## config.mk

```make
export PLATFORM = sky130hd
export DESIGN_NAME = smb_regbank_slave
export DESIGN_NICKNAME = d
export VERILOG_FILES = /design/src/rtl/smbr_pkg.sv /design/src/rtl/smbr_line_sync.sv /design/src/rtl/smbr_regfile.sv /design/src/rtl/smb_regbank_slave.sv
export SDC_FILE = /design/constraint.sdc
export NUM_CORES = 1
export LEC_CHECK = 0
export BUFFER_PORTS_ARGS = -buffer_cell sky130_fd_sc_hd__buf_2
export CAP_MARGIN = 30
export CORE_UTILIZATION = 55
export DETAILED_ROUTE_END_ITERATION = 8
export GPL_TIMING_DRIVEN = 0
export PLACE_DENSITY = 0.86
export SETUP_SLACK_MARGIN = 0.4
export SLEW_MARGIN = 20
export SYNTH_ARGS = -nofsm -noshare
export SYNTH_HDL_FRONTEND = slang
export SYNTH_SLANG_ARGS = --single-unit
```

## constraint.sdc

```tcl
create_clock -name clk -period 2.2 [get_ports clk]
set_clock_uncertainty 0.05 [all_clocks]
set_input_delay 0.22 -clock clk [delete_from_list [all_inputs] [get_ports clk]]
set_output_delay 0.22 -clock clk [all_outputs]
set_load 0.02 [all_outputs]
```

## src/rtl/smbr_pkg.sv

```systemverilog
`timescale 1ns/1ps
package smbr_pkg;
    localparam int BYTE_W = 8;

    localparam logic [7:0] IDX_CTRL      = 8'd0;
    localparam logic [7:0] IDX_OEN       = 8'd1;
    localparam logic [7:0] IDX_STOPPABLE = 8'd2;
    localparam logic [7:0] IDX_RSVD      = 8'd3;
    localparam logic [7:0] IDX_IDENT     = 8'd4;
    localparam logic [7:0] IDX_DEVID     = 8'd5;
    localparam logic [7:0] IDX_RDLEN     = 8'd6;

    typedef enum logic [3:0] {
        ST_IDLE, ST_GET_ADDR, ST_ACK_ADDR, ST_GET_INDEX, ST_ACK_INDEX,
        ST_GET_COUNT, ST_ACK_COUNT, ST_GET_DATA, ST_ACK_DATA,
        ST_SEND, ST_HOST_ACK, ST_SKIP
    } smbr_state_e;

    typedef struct packed {
        logic pd_hiz;
        logic stop_hiz;
        logic pd_active_high;
        logic bw_low;
        logic pll_mode;
        logic div_full;
    } smbr_ctrl_t;
endpackage

```

## src/rtl/smbr_line_sync.sv

```systemverilog
`timescale 1ns/1ps
module smbr_line_sync #(
    parameter int STAGES = 2
) (
    input  logic clk,
    input  logic rst_n,
    input  logic din,
    output logic lvl,
    output logic rise,
    output logic fall
);
    logic [STAGES:0] pipe_q;

    always_ff @(posedge clk or negedge rst_n) begin
        if (!rst_n) pipe_q <= '1;
        else        pipe_q <= {pipe_q[STAGES-1:0], din};
    end

    assign lvl  = pipe_q[STAGES-1];
    assign rise = pipe_q[STAGES-1] & ~pipe_q[STAGES];
    assign fall = ~pipe_q[STAGES-1] & pipe_q[STAGES];
endmodule

```

## src/rtl/smbr_regfile.sv

```systemverilog
`timescale 1ns/1ps
module smbr_regfile
    import smbr_pkg::*;
#(
    parameter logic [7:0] DEV_ID_RST = 8'h83,
    parameter logic [3:0] VENDOR_ID  = 4'h1,
    parameter logic [7:0] RDLEN_RST  = 8'h07
) (
    input  logic              clk,
    input  logic              rst_n,
    input  logic              wr_en,
    input  logic [7:0]        wr_idx,
    input  logic [BYTE_W-1:0] wr_data,
    input  logic [7:0]        rd_idx,
    output logic [BYTE_W-1:0] rd_data,
    input  logic [3:0]        rev_id,
    output smbr_ctrl_t        ctrl,
    output logic [BYTE_W-1:0] oen,
    output logic [BYTE_W-1:0] stoppable,
    output logic [BYTE_W-1:0] rdlen
);
    localparam smbr_ctrl_t CTRL_RST = '{pd_hiz: 1'b0, stop_hiz: 1'b0, pd_active_high: 1'b0,
                                        bw_low: 1'b1, pll_mode: 1'b1, div_full: 1'b1};

    smbr_ctrl_t        ctrl_q;
    logic [BYTE_W-1:0] oen_q, stp_q, devid_q, rdlen_q;

    always_ff @(posedge clk or negedge rst_n) begin
        if (!rst_n) begin
            ctrl_q  <= CTRL_RST;
            oen_q   <= '1;
            stp_q   <= '0;
            devid_q <= DEV_ID_RST;
            rdlen_q <= RDLEN_RST;
        end else if (wr_en) begin
            case (wr_idx)
                IDX_CTRL:      ctrl_q  <= '{pd_hiz: wr_data[7], stop_hiz: wr_data[6],
                                           pd_active_high: wr_data[5], bw_low: wr_data[2],
                                           pll_mode: wr_data[1], div_full: wr_data[0]};
                IDX_OEN:       oen_q   <= wr_data;
                IDX_STOPPABLE: stp_q   <= wr_data;
                IDX_DEVID:     devid_q <= wr_data;
                IDX_RDLEN:     rdlen_q <= wr_data;
                default:       ;
            endcase
        end
    end

    always_comb begin
        case (rd_idx)
            IDX_CTRL:      rd_data = {ctrl_q.pd_hiz, ctrl_q.stop_hiz, ctrl_q.pd_active_high, 2'b00,
                                      ctrl_q.bw_low, ctrl_q.pll_mode, ctrl_q.div_full};
            IDX_OEN:       rd_data = oen_q;
            IDX_STOPPABLE: rd_data = stp_q;
            IDX_RSVD:      rd_data = '0;
            IDX_IDENT:     rd_data = {rev_id, VENDOR_ID};
            IDX_DEVID:     rd_data = devid_q;
            IDX_RDLEN:     rd_data = rdlen_q;
            default:       rd_data = '0;
        endcase
    end

    assign ctrl      = ctrl_q;
    assign oen       = oen_q;
    assign stoppable = stp_q;
    assign rdlen     = rdlen_q;

    assert_rdlen_only_by_write_R5: assert property (@(posedge clk) disable iff (!rst_n)
        (rdlen_q != $past(rdlen_q)) |-> $past(wr_en && wr_idx == IDX_RDLEN));

    assert_oen_only_by_write_R7: assert property (@(posedge clk) disable iff (!rst_n)
        (oen_q != $past(oen_q)) |-> $past(wr_en && wr_idx == IDX_OEN));

    assert_stp_only_by_write_R7: assert property (@(posedge clk) disable iff (!rst_n)
        (stp_q != $past(stp_q)) |-> $past(wr_en && wr_idx == IDX_STOPPABLE));
endmodule

```

## src/rtl/smb_regbank_slave.sv

```systemverilog
`timescale 1ns/1ps
module smb_regbank_slave
    import smbr_pkg::*;
#(
    parameter logic [6:0] DEV_ADDR    = 7'h6E,
    parameter logic [7:0] DEV_ID_RST  = 8'h83,
    parameter logic [3:0] VENDOR_ID   = 4'h1,
    parameter logic [7:0] RDLEN_RST   = 8'h07,
    parameter int         SYNC_STAGES = 2
) (
    input  logic       clk,
    input  logic       rst_n,
    input  logic       scl_in,
    input  logic       sda_in,
    output logic       sda_oe,
    input  logic [3:0] rev_id,
    output logic       pd_hiz,
    output logic       stop_hiz,
    output logic       pd_active_high,
    output logic       bw_low,
    output logic       pll_mode,
    output logic       div_full,
    output logic [7:0] out_en,
    output logic [7:0] out_stoppable
);
    localparam logic [3:0] LAST_BIT = 4'(BYTE_W);

    logic scl_lvl, scl_rise, scl_fall, sda_lvl, sda_rise, sda_fall;
    logic start_det, stop_det, byte_done;

    smbr_state_e       state_q, state_d;
    logic [3:0]        bit_cnt_q;
    logic [BYTE_W-1:0] shreg_q, txsh_q, rd_data, rdlen;
    logic [7:0]        ptr_q;
    logic              rd_mode_q, ack_q, wr_en;
    smbr_ctrl_t        ctrl;

    smbr_line_sync #(.STAGES(SYNC_STAGES)) u_scl (
        .clk(clk), .rst_n(rst_n), .din(scl_in), .lvl(scl_lvl), .rise(scl_rise), .fall(scl_fall));
    smbr_line_sync #(.STAGES(SYNC_STAGES)) u_sda (
        .clk(clk), .rst_n(rst_n), .din(sda_in), .lvl(sda_lvl), .rise(sda_rise), .fall(sda_fall));

    assign start_det = scl_lvl & sda_fall;
    assign stop_det  = scl_lvl & sda_rise;
    assign byte_done = scl_fall && (bit_cnt_q == LAST_BIT);

    // next-state logic
    always_comb begin
        state_d = state_q;
        if (start_det)     state_d = ST_GET_ADDR;
        else if (stop_det) state_d = ST_IDLE;
        else begin
            unique case (state_q)
                ST_IDLE:      ;
                ST_GET_ADDR:  if (byte_done) state_d = (shreg_q[7:1] == DEV_ADDR) ? ST_ACK_ADDR : ST_SKIP;
                ST_ACK_ADDR:  if (scl_fall)  state_d = rd_mode_q ? ST_SEND : ST_GET_INDEX;
                ST_GET_INDEX: if (byte_done) state_d = ST_ACK_INDEX;
                ST_ACK_INDEX: if (scl_fall)  state_d = ST_GET_COUNT;
                ST_GET_COUNT: if (byte_done) state_d = ST_ACK_COUNT;
                ST_ACK_COUNT: if (scl_fall)  state_d = ST_GET_DATA;
                ST_GET_DATA:  if (byte_done) state_d = ST_ACK_DATA;
                ST_ACK_DATA:  if (scl_fall)  state_d = ST_GET_DATA;
                ST_SEND:      if (byte_done) state_d = ST_HOST_ACK;
                ST_HOST_ACK:  if (scl_fall)  state_d = ack_q ? ST_SEND : ST_SKIP;
                ST_SKIP:      ;
                default:      state_d = ST_IDLE;
            endcase
        end
    end

    // state register and byte datapath
    always_ff @(posedge clk or negedge rst_n) begin
        if (!rst_n) begin
            state_q   <= ST_IDLE;
            bit_cnt_q <= '0;
            shreg_q   <= '0;
            txsh_q    <= '0;
            ptr_q     <= '0;
            rd_mode_q <= 1'b0;
            ack_q     <= 1'b0;
        end else begin
            state_q <= state_d;
            if (start_det) begin
                bit_cnt_q <= '0;
            end else if (!stop_det) begin
                unique case (state_q)
                    ST_GET_ADDR, ST_GET_INDEX, ST_GET_COUNT, ST_GET_DATA: begin
                        if (scl_rise) begin
                            bit_cnt_q <= bit_cnt_q + 4'd1;
                            shreg_q   <= {shreg_q[BYTE_W-2:0], sda_lvl};
                        end
                        if (byte_done && state_q == ST_GET_ADDR)  rd_mode_q <= shreg_q[0];
                        if (byte_done && state_q == ST_GET_INDEX) ptr_q     <= shreg_q;
                        if (byte_done && state_q == ST_GET_DATA)  ptr_q     <= ptr_q + 8'd1;
                    end
                    ST_ACK_ADDR, ST_ACK_INDEX, ST_ACK_COUNT, ST_ACK_DATA: begin
                        if (scl_fall) begin
                            bit_cnt_q <= '0;
                            if (state_q == ST_ACK_ADDR && rd_mode_q) txsh_q <= rdlen;
                        end
                    end
                    ST_SEND: begin
                        if (scl_rise) bit_cnt_q <= bit_cnt_q + 4'd1;
                        if (scl_fall && bit_cnt_q != 4'd0 && bit_cnt_q != LAST_BIT)
                            txsh_q <= {txsh_q[BYTE_W-2:0], 1'b0};
                    end
                    ST_HOST_ACK: begin
                        if (scl_rise) ack_q <= ~sda_lvl;
                        if (scl_fall && ack_q) begin
                            txsh_q    <= rd_data;
                            ptr_q     <= ptr_q + 8'd1;
                            bit_cnt_q <= '0;
                        end
                    end
                    default: ;
                endcase
            end
        end
    end

    // outputs
    always_comb begin
        unique case (state_q)
            ST_ACK_ADDR, ST_ACK_INDEX, ST_ACK_COUNT, ST_ACK_DATA: sda_oe = 1'b1;
            ST_SEND: sda_oe = ~txsh_q[BYTE_W-1];
            default: sda_oe = 1'b0;
        endcase
        wr_en = (state_q == ST_GET_DATA) && byte_done && !start_det && !stop_det;
    end

    smbr_regfile #(.DEV_ID_RST(DEV_ID_RST), .VENDOR_ID(VENDOR_ID), .RDLEN_RST(RDLEN_RST)) u_regs (
        .clk(clk), .rst_n(rst_n), .wr_en(wr_en), .wr_idx(ptr_q), .wr_data(shreg_q),
        .rd_idx(ptr_q), .rd_data(rd_data), .rev_id(rev_id), .ctrl(ctrl),
        .oen(out_en), .stoppable(out_stoppable), .rdlen(rdlen));

    assign pd_hiz         = ctrl.pd_hiz;
    assign stop_hiz       = ctrl.stop_hiz;
    assign pd_active_high = ctrl.pd_active_high;
    assign bw_low         = ctrl.bw_low;
    assign pll_mode       = ctrl.pll_mode;
    assign div_full       = ctrl.div_full;

    assert_sda_moves_scl_low_R11: assert property (@(posedge clk) disable iff (!rst_n)
        (sda_oe != $past(sda_oe)) |-> !scl_lvl);

    assert_send_only_read_R4: assert property (@(posedge clk) disable iff (!rst_n)
        (state_q == ST_SEND) |-> rd_mode_q);

    assert_stop_to_idle_R10: assert property (@(posedge clk) disable iff (!rst_n)
        (stop_det && !start_det) |=> (state_q == ST_IDLE));

    assert_start_restarts_R10: assert property (@(posedge clk) disable iff (!rst_n)
        start_det |=> (state_q == ST_GET_ADDR && bit_cnt_q == 4'd0));

    assert_bitcnt_bound_R3: assert property (@(posedge clk) disable iff (!rst_n)
        bit_cnt_q <= LAST_BIT);
endmodule

```

; ---- After elaboration in Yosys (flattened, before gate mapping)
; Index checks and enable logic that the tools add are counted.
[op_classes]
add_sub_neg = 2
n_eq_ne = 38
muxes = 32
bitwise = 13
reduce_logical = 35
[ops]
columns = operator, n
row1 = 4-bit two-way mux, 18
row2 = 8-bit two-way mux, 7
row3 = 8-bit case mux with 6 select lines, 1
row4 = 4-bit case mux with 10 select lines, 1
row5 = 4-bit != test (second input constant), 9
row6 = 8-bit by 3-bit equality test with 1-bit output (second input constant), 3
row7 = 8-bit case mux with 3 select lines, 1
row8 = 4-bit equality test (second input constant), 5
row9 = 4-bit by 3-bit equality test with 1-bit output (second input constant), 4
row10 = 8-bit case mux with 2 select lines, 1
row11 = 4-bit case mux with 3 select lines, 1
row12 = 4-bit AND reduction, 3
row13 = 1-bit logical AND, 10
row14 = 2-bit != test (second input constant), 5
row15 = 10-bit AND reduction, 1
row16 = 2-bit AND reduction, 5
row17 = 5-bit AND reduction, 2
row18 = 3-bit != test (second input constant), 3
row19 = 8-bit by 1-bit adder with 8-bit output (second input constant), 1
row20 = 4-bit by 2-bit equality test with 1-bit output (second input constant), 2
row21 = 8-bit by 1-bit equality test with 1-bit output (second input constant), 1
row22 = 8-bit by 2-bit equality test with 1-bit output (second input constant), 1
row23 = 8-bit zero test, 1
row24 = 4-bit nonzero test, 2
row25 = 17 further kinds, 32
[word_totals]
regBits = 78
output_inout_bits = 23
elab_cells = 139

; ---- Longest topological paths before layout
[logic_depth]
depth_word = 7
ltp_mapped = 9

; ---- Hierarchy
; A second synthesis with hierarchy kept.
[hier_totals]
cells_unflattened = 398
hier_area_um2 = 4220.3
[by_module_without_submodules]
columns = mod, instances, cells_per_inst, area_each_um2
row1 = smb_regbank_slave, 1, 237, 2118.3
row2 = smbr_regfile, 1, 151, 1914.3
row3 = smbr_line_sync, 2, 5, 93.8

; ---- Worst setup path before layout
; No wires, ideal clock.
[synth_timing]
path_kind = register to register
start = register bit_cnt_q[0]
end = register u_regs.devid_q[2]
setup_ps = 125
arrival_ps = 2066
slack_ps = -41
stages_incl_launch_ff = 9
synth_period_minus_slack_ps = 2241
cell_sequence = dfrtp_1 > inv_1 > ha_1 > nand3b_1 > or2_1 > buf_2 > or3_4 > nor2_8 > mux2_2
[synth_between]
elab_chain_len = 6
[synth_lines]
columns = element, line
row1 = "start, declared", smb_regbank_slave.sv:32  ; logic [3:0] bit_cnt_q;
row2 = "start signal, assigned", smb_regbank_slave.sv:89  ; bit_cnt_q <= bit_cnt_q + 4'd1;
row3 = "start signal, assigned", smb_regbank_slave.sv:103  ; if (scl_rise) bit_cnt_q <= bit_cnt_q + 4'd1;
row4 = 4-bit equality test, smb_regbank_slave.sv:45  ; assign byte_done = scl_fall && (bit_cnt_q == LAST_BIT);
row5 = 1-bit logical AND, smb_regbank_slave.sv:45
row6 = 1-bit logical AND (3 in series), smb_regbank_slave.sv:128  ; wr_en = (state_q == ST_GET_DATA) && byte_done && !start_det && !stop_det;
row7 = 2-bit AND reduction (no source line), -
row8 = "end signal, assigned", smbr_regfile.sv:42  ; IDX_DEVID: devid_q <= wr_data;
row9 = "end, declared", smbr_regfile.sv:26  ; logic [BYTE_W-1:0] oen_q, stp_q, devid_q, rdlen_q;
; No other way between the ends.
; A chain may end at the register's enable or synchronous reset.

; ---- Worst setup path in the final report
[layout_timing]
start = register u_scl.pipe_q[2]
end = register u_regs.rdlen_q[5] (netlist: u_regs.rdlen[5])
[layout_between]
elab_chain_len = 6
[layout_lines]
columns = element, line
row1 = "start, declared", smbr_line_sync.sv:12  ; logic [STAGES:0] pipe_q;
row2 = "start signal, assigned", smbr_line_sync.sv:16  ; else pipe_q <= {pipe_q[STAGES-1:0], din};
row3 = 1-bit bitwise AND, smbr_line_sync.sv:21  ; assign fall = ~pipe_q[STAGES-1] & pipe_q[STAGES];
row4 = 1-bit logical AND, smb_regbank_slave.sv:45
row5 = 1-bit logical AND (3 in series), smb_regbank_slave.sv:128
row6 = 2-bit AND reduction (no source line), -
row7 = "end signal, assigned", smbr_regfile.sv:43  ; IDX_RDLEN: rdlen_q <= wr_data;
row8 = "end, declared", smbr_regfile.sv:26
; No other way between the ends.

==> flow_summary.yaml <==
route:
  first_iter_violations: 755
  wl_um: 15700
  route.detailed.drc: 0
  viasPerCell: 7.08
  antenna_left: 0
  vias: 4394
  wl_per_cell_um: 25.3
  firstDrtPassIters: 6
power_and_ir_drop:
  ir_drop_v: 0.000482
  combPwrFrac_pct: 42.7
  switching_share_pct: 38.7
  leakagePower_nw: 2.74
  sequentialPowerShare_pct: 34.6
  clkPwrFrac_pct: 22.7
  p_sw_w: 0.00206
  total_power_w: 0.00533
  internal_power_w: 0.00327
  p_per_area_nw_per_um2: 903
logic_synthesis:
  yosysMostFrequentCell: "dfrtp_1"
  synth_top_area_share_pct: 31.7
  synth_flop_cell: "dfrtp_1"
  ys_ff_latch: 78
  async_reset_ff_share_pct: 100
  synth_edf_count: 0
  ys_warn_count: 0
  netlist_area_um2: 4340
  yosys.area.top_type: "dfrtp_1"
  yosysSeqAreaShare_pct: 45.6
  syn_avg_cell_area_um2: 10.5
  syn-instance-count: 415
  synth.top_cells.by_count: "55 x dfrtp_1, 49 x mux2_2, 34 x nand2_1"
  syn_nets: 429
  synthTopCellsByArea: "dfrtp_1 32%, dfstp_2 14%, mux2_2 13%, nand2_1 2.9%, a21oi_1 2.8%"
  ys_types: 65
placement:
  dpl.hpwl_um: 7950
  port_buffers: 30
  pre_cts_ws_ns: -0.261
  dp_cells: 548
  place.gp.congestion: 0.913
sta:
  period_share_pct: 106
  tightest_slew_ns: 0.643
  slew_headroom_pct: 57.1
  finalWorstSetupSlack_ns: -0.140
  final_hold_viol_count: 0
  drv_slew: 0
  setup_viol: 39
  min_period_ns: 2.34
  max_freq_ghz: 0.427
  grt_setup_unrepaired: "yes"
floorplan:
  pin_count: 31
  initial_core_util_pct: 56.5
  core_um2: 7690
  die_area_um2: 8250
  rows: 32
  die_h_um: 90.8
  die_w_um: 90.8
global_routing:
  grt_overflow: 0
  grt_pass1_vias: 4082
  grt_pass1_wl_um: 21700
  grt_start_max_net_pins: 47
  grtUsageTotal_pct: 33.8
  antenna_found_initial: 0
cts:
  clk_latency_ns: 0.38
  cts_tree: "done"
  cts-root-buf: "clkbuf_8"
  cts_buffer_depth: 2
  cts.sinks: 78
  htree_levels: 3
  numCtsBuffers: 9
  path_clk_slew_ns: 0.11
critical_path:
  required_ns: 2.40
  critPathMaxFanout: 8
  path_class: "reg -> reg"
  endpoint_kind: "register"
  r2r_slack_ns: -0.14
  worstPathArrival_ns: 2.54
  cp-start-kind: "register"
layout:
  final_cells: 621
  fin_nets: 528
  multi_input_area_um2: 2580
  regArea_um2: 1980
  synthToLayoutAreaGrowth_pct: 36.1
  drive_above_1_share_pct: 49.3
  fillers: 419
  n_antenna_cell: 0
outcome:
  status: "complete, but fails checks"
  violations: "negative setup slack"
worst_hold_path:
  hp-class: "in -> async"
run:
  cap_violations: 0
-- worst max-delay path: stages (launching register included) --
cell,delay [ns]
dfstp_2,0.63
nand3b_4,0.12
or2_1,0.25
buf_6,0.12
or3_4,0.44
nor2_8,0.25
mux2_4,0.34
-- per-stage QoR --
step / util (%) / hold WS [ns] / TNS, ns / instance area, um2
final: 76.8 / 0.266 / -3.45 / 5910
after global routing: 76.8 / 0.318 / -4.59 / 5910
after CTS: 73.3 / 0.291 / -0.791 / 5630
after detailed placement: 62.1 / 0.141 / -7.14 / 4770
after global placement: 61.7 / 0.276 / -5.54 / 4740
after floorplan: - / -0.126 / 0 / 4460
-- what timing repair did --
item,in CTS,in global routing
pin swaps,11,7
setup endpoints to repair,72,72
buffers inserted,34,18
gates resized for setup,91,33
endpoints found under the hold margin,18,0
cloned,1,1
hold buffers,3,0
-- power by group through the flow --
stage               sequential (W)  combinational [W]  clock [W]
global route               0.00185            0.00237    0.00125
finish                     0.00185            0.00228    0.00121
CTS                        0.00181            0.00178    0.00118
floorplan                  0.00174           0.000899          0
detailed placement         0.00183            0.00121          0
global placement           0.00182            0.00117          0
-- cell families (layout without fill, tap and decap cells) --
family,after synthesis,count (layout),synth area share (%)
buf+inv,37,141,3.34
fa+ha+maj,6,6,1.73
flops,78,78,45.6
mux,62,62,15.9
xor+xnor,1,1,0.202
compound gates,100,100,15.3
simple gates,131,131,18.0
-- area by class of cell --
| cell class | count | share of cell area [%] |
|---|---|---|
| buffer | 27 | 4.41 |
| clock buffer | 9 | 2.10 |
| clock inverter | 7 | 1.44 |
| inverter | 10 | 0.699 |
| multi-input combinational | 300 | 43.8 |
| sequential | 78 | 33.6 |
| tap | 102 | 2.16 |
| timing repair buffer | 88 | 11.8 |
-- routing by layer --
layer | track usage (%) | share of wire (%) | up-vias
met3 | 6.90 | 10 | 134
met5 | 0 | 0 | -
li1 | - | - | 1733
met2 | 53.7 | 47 | 426
met1 | 43.5 | 37 | 2101
met4 | 18.4 | 6.5 | 0
-- path summary, 6_finish.rpt --
| check | to | start | cells after the start |
|---|---|---|---|
| worst max-delay path | u_regs.rdlen[5]$_DFFE_PN0P_ | u_scl.pipe_q[2]$_DFF_PN1_ | 6 |
| worst min-delay path | bit_cnt_q[2]$_DFFE_PN0P_ | rst_n | 2 |
| worst max register to register | u_regs.rdlen[5]$_DFFE_PN0P_ | u_scl.pipe_q[2]$_DFF_PN1_ | 6 |
| worst min register to register | u_scl.pipe_q[1]$_DFF_PN1_ | u_scl.pipe_q[0]$_DFF_PN1_ | 0 |
| max in group asynchronous | u_regs.devid_q[0]$_DFFE_PN1P_ | rst_n | 3 |
| min in group clk | u_scl.pipe_q[1]$_DFF_PN1_ | u_scl.pipe_q[0]$_DFF_PN1_ | 0 |
-- cell usage in the layout, fill, tap and decap left out, types with 4 or more instances in the layout --
| cell type | instances |
|---|---|
| buf_2 | 31 |
| a21oi_1 | 22 |
| nand2_1 | 31 |
| ha_1 | 4 |
| nor4_4 | 4 |
| clkbuf_2 | 6 |
| o22ai_1 | 5 |
| buf_6 | 24 |
| clkbuf_8 | 14 |
| and3_1 | 4 |
| inv_1 | 7 |
| dfrtp_1 | 52 |
| nor3_1 | 7 |
| o21ai_0 | 11 |
| mux2i_1 | 7 |
| dfstp_2 | 23 |
| a21o_1 | 4 |
| nor2b_1 | 9 |
| mux2_4 | 31 |
| a31oi_1 | 8 |
| nand3b_1 | 7 |
| mux2_2 | 24 |
| nor2_1 | 13 |
| nand3_1 | 11 |
| a221oi_1 | 4 |
| inv_6 | 5 |
| buf_4 | 38 |
| a22oi_1 | 8 |
| o21ai_1 | 6 |
-- sequential cells by signal (all words and copies together), names as in the netlist --
name	flops
u_regs.oen	8
shreg_q	8
ack_q	1
ptr_q	8
txsh_q	8
u_regs.stoppable	8
bit_cnt_q	4
u_regs.ctrl	6
state_q	4
u_scl.pipe_q	3
rd_mode_q	1
u_sda.pipe_q	3
u_regs.devid_q	8
u_regs.rdlen	8
No activity file was read; power rests on OpenSTA's default activity.
